`config.mk`:
```
export PLATFORM = sky130hd
export DESIGN_NAME = clkrst_seq
export DESIGN_NICKNAME = d
export VERILOG_FILES = /design/src/rtl/clkrst_pkg.sv /design/src/rtl/frame_counter.sv /design/src/rtl/clk_pattern.sv /design/src/rtl/seq_timers.sv /design/src/rtl/clkrst_seq.sv
export SDC_FILE = /design/constraint.sdc
export NUM_CORES = 1
export LEC_CHECK = 0
export BUFFER_PORTS_ARGS = -buffer_cell sky130_fd_sc_hd__clkbuf_2
export CAP_MARGIN = 15
export CORE_MARGIN = 1
export CORE_UTILIZATION = 40
export DETAILED_ROUTE_END_ITERATION = 10
export GPL_ROUTABILITY_DRIVEN = 0
export GPL_TIMING_DRIVEN = 0
export PLACE_DENSITY = 0.61
export RECOVER_POWER = 50
export SYNTH_ARGS = -nofsm -noshare
export SYNTH_HDL_FRONTEND = slang
export SYNTH_SLANG_ARGS = --single-unit
```
`constraint.sdc`:
```
create_clock -name clk -period 3.1 [get_ports clk]
set_clock_uncertainty 0.2 [all_clocks]
set_input_delay 0 -clock clk [delete_from_list [all_inputs] [get_ports clk]]
set_output_delay 0 -clock clk [all_outputs]
set_load 0.03 [all_outputs]
```
`src/rtl/clkrst_pkg.sv`:
```
// Package: shared constants and types for the clock/reset sequencer.
// Assumes a fixed eight-tick frame; bit positions are what the core decodes.
package clkrst_pkg;

    localparam int FRAME_LEN  = 8;
    localparam int TICK_W     = $clog2(FRAME_LEN);
    localparam int BUNDLE_W   = 6;
    localparam int BIT_CLK1X  = 5;
    localparam int BIT_CRST   = 4;
    localparam int BIT_CLK2X  = 3;
    localparam int BIT_CLK4X  = 2;
    localparam logic [BUNDLE_W-1:0] BUNDLE_INIT = 6'h3C;

    typedef struct packed {
        logic c1x;
        logic c2x;
        logic c4x;
    } clk_pat_t;

    // Clock phases for a tick index: the complement of the index.
    function automatic clk_pat_t pattern_at(input logic [TICK_W-1:0] idx);
        logic [TICK_W-1:0] inv;
        inv = ~idx;
        return clk_pat_t'(inv);
    endfunction

endpackage

```
`src/rtl/frame_counter.sv`:
```
// Module: frame_counter
// Counts ticks within the eight-tick frame and counts base cycles.
// The base-cycle count starts at 1 and saturates at all ones.
// Assumes synchronous active-low reset; restart has the same effect.
module frame_counter
    import clkrst_pkg::*;
#(
    parameter int CYC_W = 16
) (
    input  logic              clk,
    input  logic              rst_n,
    input  logic              restart,
    output logic [TICK_W-1:0] tick_o,
    output logic [CYC_W-1:0]  cycle_o,
    output logic              wrap_o
);

    localparam logic [TICK_W-1:0] TICK_LAST = TICK_W'(FRAME_LEN - 1);
    localparam logic [CYC_W-1:0]  CYC_MAX   = '1;

    logic [TICK_W-1:0] tick_q;
    logic [CYC_W-1:0]  cycle_q;

    // Frame boundary: the last tick of the current frame.
    assign wrap_o = (tick_q == TICK_LAST);

    // Advance the tick index; bump the base-cycle count at each wrap.
    always_ff @(posedge clk) begin
        if (!rst_n || restart) begin
            tick_q  <= '0;
            cycle_q <= CYC_W'(1);
        end else begin
            tick_q <= tick_q + 1'b1;
            if (wrap_o && (cycle_q != CYC_MAX)) begin
                cycle_q <= cycle_q + 1'b1;
            end
        end
    end

    assign tick_o  = tick_q;
    assign cycle_o = cycle_q;

endmodule

```
`src/rtl/clk_pattern.sv`:
```
// Module: clk_pattern
// Registers the three clock phases from the pattern for the current tick.
// All phases start high after reset or restart.
module clk_pattern
    import clkrst_pkg::*;
(
    input  logic              clk,
    input  logic              rst_n,
    input  logic              restart,
    input  logic [TICK_W-1:0] tick_i,
    output clk_pat_t          pat_o
);

    clk_pat_t pat_q;

    // Load the pattern entry for this tick on every edge.
    always_ff @(posedge clk) begin
        if (!rst_n || restart) begin
            pat_q <= '1;
        end else begin
            pat_q <= pattern_at(tick_i);
        end
    end

    assign pat_o = pat_q;

endmodule

```
`src/rtl/seq_timers.sv`:
```
// Module: seq_timers
// Releases the core reset and then the thread-halt mask at programmed
// base-cycle thresholds, and pulses done past the run limit.
// Both releases are sticky until reset or restart.
module seq_timers #(
    parameter int          CYC_W       = 16,
    parameter int          THREADS     = 2,
    parameter int unsigned RST_CYCLES  = 10,
    parameter int unsigned STOP_CYCLES = 200,
    parameter int unsigned RUN_LIMIT   = 1000
) (
    input  logic               clk,
    input  logic               rst_n,
    input  logic               restart,
    input  logic [CYC_W-1:0]   cycle_i,
    input  logic               wrap_i,
    output logic               core_rst_o,
    output logic [THREADS-1:0] stop_o,
    output logic               done_o
);

    localparam logic [CYC_W-1:0] RST_LIM  = CYC_W'(RST_CYCLES);
    localparam logic [CYC_W-1:0] STOP_LIM = CYC_W'(STOP_CYCLES);
    localparam logic [CYC_W-1:0] RUN_LIM  = CYC_W'(RUN_LIMIT);

    logic               rst_q;
    logic [THREADS-1:0] stop_q;
    logic               done_q;

    // Sticky release of the core reset and of the thread-halt mask.
    always_ff @(posedge clk) begin
        if (!rst_n || restart) begin
            rst_q  <= 1'b1;
            stop_q <= '1;
        end else begin
            if (cycle_i > RST_LIM) begin
                rst_q <= 1'b0;
            end
            if (cycle_i > STOP_LIM) begin
                stop_q <= '0;
            end
        end
    end

    // One-cycle pulse at the wrap that moves the count past the run limit.
    always_ff @(posedge clk) begin
        if (!rst_n || restart) begin
            done_q <= 1'b0;
        end else begin
            done_q <= wrap_i && (cycle_i == RUN_LIM);
        end
    end

    assign core_rst_o = rst_q;
    assign stop_o     = stop_q;
    assign done_o     = done_q;

endmodule

```
`src/rtl/clkrst_seq.sv`:
```
// Module: clkrst_seq (top)
// Packs the multi-rate clock phases and the core reset into the control
// word, and exposes the thread-halt mask, counters and done pulse.
// Assumes clk is the fast tick; synchronous active-low reset.
module clkrst_seq
    import clkrst_pkg::*;
#(
    parameter int          CYC_W       = 16,
    parameter int          THREADS     = 2,
    parameter int unsigned RST_CYCLES  = 10,
    parameter int unsigned STOP_CYCLES = 200,
    parameter int unsigned RUN_LIMIT   = 1000
) (
    input  logic               clk,
    input  logic               rst_n,
    input  logic               restart,
    output logic [5:0]         ctl_bundle,
    output logic [THREADS-1:0] thread_stop,
    output logic [2:0]         frame_tick,
    output logic [CYC_W-1:0]   base_cycle,
    output logic               done
);

    logic [TICK_W-1:0] tick_w;
    logic [CYC_W-1:0]  cycle_w;
    logic              wrap_w;
    clk_pat_t          pat_w;
    logic              core_rst_w;

    frame_counter #(.CYC_W(CYC_W)) u_frame (
        .clk     (clk),
        .rst_n   (rst_n),
        .restart (restart),
        .tick_o  (tick_w),
        .cycle_o (cycle_w),
        .wrap_o  (wrap_w)
    );

    clk_pattern u_pat (
        .clk     (clk),
        .rst_n   (rst_n),
        .restart (restart),
        .tick_i  (tick_w),
        .pat_o   (pat_w)
    );

    seq_timers #(
        .CYC_W       (CYC_W),
        .THREADS     (THREADS),
        .RST_CYCLES  (RST_CYCLES),
        .STOP_CYCLES (STOP_CYCLES),
        .RUN_LIMIT   (RUN_LIMIT)
    ) u_timers (
        .clk        (clk),
        .rst_n      (rst_n),
        .restart    (restart),
        .cycle_i    (cycle_w),
        .wrap_i     (wrap_w),
        .core_rst_o (core_rst_w),
        .stop_o     (thread_stop),
        .done_o     (done)
    );

    // Place each clock phase and the reset at its decoded bit position.
    always_comb begin
        ctl_bundle            = '0;
        ctl_bundle[BIT_CLK1X] = pat_w.c1x;
        ctl_bundle[BIT_CRST]  = core_rst_w;
        ctl_bundle[BIT_CLK2X] = pat_w.c2x;
        ctl_bundle[BIT_CLK4X] = pat_w.c4x;
    end

    assign frame_tick = tick_w;
    assign base_cycle = cycle_w;

endmodule

```
==> run summary <==
OUTCOME
---------------------------------------------------------------------------------
Run status ......................................................... finished, violations left
Failing checks .....................................................          DRC

GLOBAL ROUTE
---------------------------------------------------------------------------------
Leftover overflow at the end of global routing .....................            0
First-pass GRT wire length .........................................      4640 um
Total global routing track utilization .............................        18.4%
Largest net degree at the start of global routing ..................           14
Vias in the first global route .....................................         1019
Number of antenna violations at the first check in global routing ..            0

CRITICAL PATH
---------------------------------------------------------------------------------
Start-to-end type of the worst setup path .......................... register to register
Critical path data required time ...................................      3.16 ns
Critical Path Source Type ..........................................     register
Capturing element type of the critical path ........................     register
Reg2Reg Launch Point ............................................... u_frame.tick_o[0]
Critical Path Fanout Max ...........................................            9
Setup slack, reg-to-reg ............................................      0.79 ns
Reg-to-reg critical path endpoint .................................. u_frame.cycle_o[13]
Arrival time of data at the critical path endpoint .................      2.37 ns
Depth of the most critical reg-to-reg path .........................            7

SYNTHESIS
---------------------------------------------------------------------------------
Post-synth EDFFs ...................................................            0
Cells after synthesis ..............................................          136
FFs w/ async S/R, synth ............................................           0%
Top post-synthesis cells by area ................................... sky130_fd_sc_hd__dfxtp_1, sky130_fd_sc_hd__ha_1, sky130_fd_sc_hd__nand2_1
Count of synthesis-stage warnings from yosys .......................            0
Synth top cells by count ........................................... sky130_fd_sc_hd__dfxtp_1, sky130_fd_sc_hd__nand2_1, sky130_fd_sc_hd__nor2_1, sky130_fd_sc_hd__o21ai_0, sky130_fd_sc_hd__a21oi_1
Leading register cell type out of synthesis ........................ sky130_fd_sc_hd__dfxtp_1
Most frequent cell after synthesis ................................. sky130_fd_sc_hd__dfxtp_1
Post-synth design cell area ........................................   1200 sq um
Flops & latches, synth .............................................           25
Post-synthesis cell type with the largest combined area ............ sky130_fd_sc_hd__dfxtp_1
Synthesized area per cell ..........................................   8.84 sq um
Area share of the largest cell type after synthesis ................        41.6%
Distinct cell type count of the synthesized netlist ................           39
Sequential cell area fraction in the yosys report ..................        41.6%

FINISH
---------------------------------------------------------------------------------
Layout fillers .....................................................          302
Footprint of the multi-input gates .................................    637 sq um
Layout overhead on the synthesized area ............................        16.6%
Post-layout utilization of the core ................................        50.0%
Final layout net count .............................................          180
Share of cells above drive strength 1 ..............................        9.36%
Storage element area ...............................................    500 sq um
Diodes inserted ....................................................            0
Layout Cell Area excl Fill .........................................   1400 sq um

FLOORPLAN
---------------------------------------------------------------------------------
Core area ..........................................................   2810 sq um
# IOs ..............................................................           31
Cell row count .....................................................           19
Die Footprint ......................................................   3230 sq um
Die width ..........................................................      56.8 um
Height of the die ..................................................      56.8 um
Effective utilization at floorplan .................................        42.9%

CTS
---------------------------------------------------------------------------------
Clock tree from TritonCTS ..........................................        built
Bufs on Longest Clock Path .........................................            2
Register clock-pin slew on the reported worst setup and hold paths .      0.14 ns
CTS Buf Count ......................................................            3
Quantity of gates resized following cts ............................            0
CTS root buffer .................................................... sky130_fd_sc_hd__clkbuf_4
Insertion delay of the later-clocked pin in the worst-skew pair ....      0.32 ns
H-tree levels ......................................................            1
Clock Sinks ........................................................           25

STA
---------------------------------------------------------------------------------
RSZ-0062 raised after global routing ...............................        false
Fmax ...............................................................      433 MHz
Pin slew with the least headroom to its limit ......................     0.570 ns
Hold Fails Final Rpt ...............................................            0
Period utilisation layout ..........................................        74.5%
Final setup viols ..................................................            0
Final total negative setup slack ...................................         0 ns
Slew headroom ......................................................        61.9%
Number of slew-limit violations in the final report ................            0
Final-layout worst hold slack ......................................    0.0373 ns
Shortest period the worst path allows ..............................      2.31 ns

HOLD PATH
---------------------------------------------------------------------------------
Hold Path Depth ....................................................            4
Hold Startpoint ....................................................        rst_n
Worst hold-check path type ......................................... input pin to register
Hold EP ............................................................ u_frame.cycle_o[7]

PLACE
---------------------------------------------------------------------------------
Port Buffer Count ..................................................           28
Post-detailed-placement cell area ..................................   1390 sq um
Post-detail-place hpwl .............................................      1950 um

POWER
---------------------------------------------------------------------------------
P_sw ...............................................................       115 uW
Static leakage power ...............................................  0.000484 uW
Clock group share of total power ...................................        30.0%
Switching power share of the total .................................        23.2%
Power density cells ................................................  354 nW/um^2
Proportion of power drawn by combinational gates ...................         4.7%
Peak ir drop on the vdd network ....................................     0.255 mV
Proportion of power drawn by flip-flops and latches ................        65.3%
Post-layout total power ............................................       496 uW
Cell Int Power .....................................................       381 uW

ROUTING
---------------------------------------------------------------------------------
Via count ..........................................................         1121
Vias/cell ..........................................................         5.55
Antenna-violating nets left ........................................            0
Iteration-0 DRC Markers ............................................           24
Number of detailed-routing iterations run before antenna repair ....            7
DR WL/cell .........................................................      13.0 um
Routed wire length .................................................      2620 um
Remaining DRCs .....................................................            4

RUN
---------------------------------------------------------------------------------
Max-cap check violation count ......................................            0

-- power groups by stage --
stage,logic [uW],clock network [uW],registers (uW)
4_1_cts,23.9,157,324
2_1_floorplan,12.1,0,335
6_report,23.3,149,324
3_5_place_dp,21.7,0,331
5_1_grt,25.3,166,325
3_3_place_gp,22.0,0,331
-- worst max-delay path, cell delays in order, from the launching register on --
cell and delay (ns):
sky130_fd_sc_hd__dfxtp_1 0.39, sky130_fd_sc_hd__ha_1 0.16, sky130_fd_sc_hd__ha_1 0.31, sky130_fd_sc_hd__nand4_1 0.16
sky130_fd_sc_hd__or2_1 0.24, sky130_fd_sc_hd__buf_6 0.14, sky130_fd_sc_hd__or4_1 0.50, sky130_fd_sc_hd__a21oi_1 0.15
-- final cells by class --
| cell class | instances | share of cell area [%] |
|---|---|---|
| multi-input combinational | 100 | 45.4 |
| sequential | 25 | 35.7 |
| timing repair buffer | 30 | 9.37 |
| buffer | 9 | 4.10 |
| tap | 31 | 2.77 |
| clock buffer | 4 | 1.87 |
| inverter | 3 | 0.803 |
-- worst max path at each step --
stage | start | to | slack (ns)
after CTS | u_frame.tick_o[0] | u_frame.cycle_o[13] | 0.77
after floorplan | u_frame.tick_o[0] | u_frame.cycle_o[13] | 0.74
after global routing | u_frame.tick_o[0] | u_frame.cycle_o[13] | 0.62
final | u_frame.tick_o[0] | u_frame.cycle_o[13] | 0.79
after detailed placement | u_frame.tick_o[0] | u_frame.cycle_o[13] | 0.79
after global placement | u_frame.tick_o[0] | u_frame.cycle_o[13] | 0.85
-- metal layers --
layer  GRT usage [%]  vias up  wire, um
met5               0        -         0
met4            4.18        0        27
met3            4.15        4       103
met2            31.1       23      1230
met1            23.8      516      1260
li1                -      578         -
-- sequential cells by signal (all words and copies together) (netlist names) --
| register | count |
|---|---|
| u_timers.core_rst_o | 1 |
| u_frame.cycle_o | 16 |
| u_pat.pat_o | 3 |
| u_frame.tick_o | 3 |
| u_timers.stop_o | 1 |
| u_timers.done_o | 1 |
-- per-stage QoR --
stage | setup WS (ns) | std cells
2_1_floorplan | 0.736 | 137
3_3_place_gp | 0.853 | 196
3_5_place_dp | 0.793 | 196
4_1_cts | 0.767 | 202
5_1_grt | 0.619 | 202
6_report | 0.791 | 202
-- logic make-up (layout without fill, tap and decap cells) --
family,after synthesis,after routing,synth area share (%)
adders and majority gates,5,5,5.20
muxes,1,1,0.832
AOI/OAI and AO/OA,30,30,18.1
buffers and inverters,12,46,5.72
and+or+nand+nor,60,60,26.7
DFF,25,25,41.6
other,1,2,0.312
xor gates and xnor gates,2,2,1.46
-- layout by cell type, fill, tap and decap left out, types with 4 or more instances in the layout --
cell type,instances
sky130_fd_sc_hd__nor2_1,8
sky130_fd_sc_hd__o21ai_0,8
sky130_fd_sc_hd__clkbuf_2,5
sky130_fd_sc_hd__dfxtp_1,25
sky130_fd_sc_hd__ha_1,5
sky130_fd_sc_hd__or4_1,4
sky130_fd_sc_hd__nor3_1,5
sky130_fd_sc_hd__a21oi_1,7
sky130_fd_sc_hd__nand2_1,14
sky130_fd_sc_hd__clkbuf_1,26
sky130_fd_sc_hd__nand3_1,5
sky130_fd_sc_hd__or3_1,5
sky130_fd_sc_hd__buf_4,4
sky130_fd_sc_hd__nand4_1,6
-- repair_timing --
| item | CTS | global route |
|---|---|---|
| endpoints found under the hold margin | 5 | 0 |
| buffers inserted | 0 | 0 |
| hold buffers | 2 | 0 |
(Power assumes the default switching activity.)
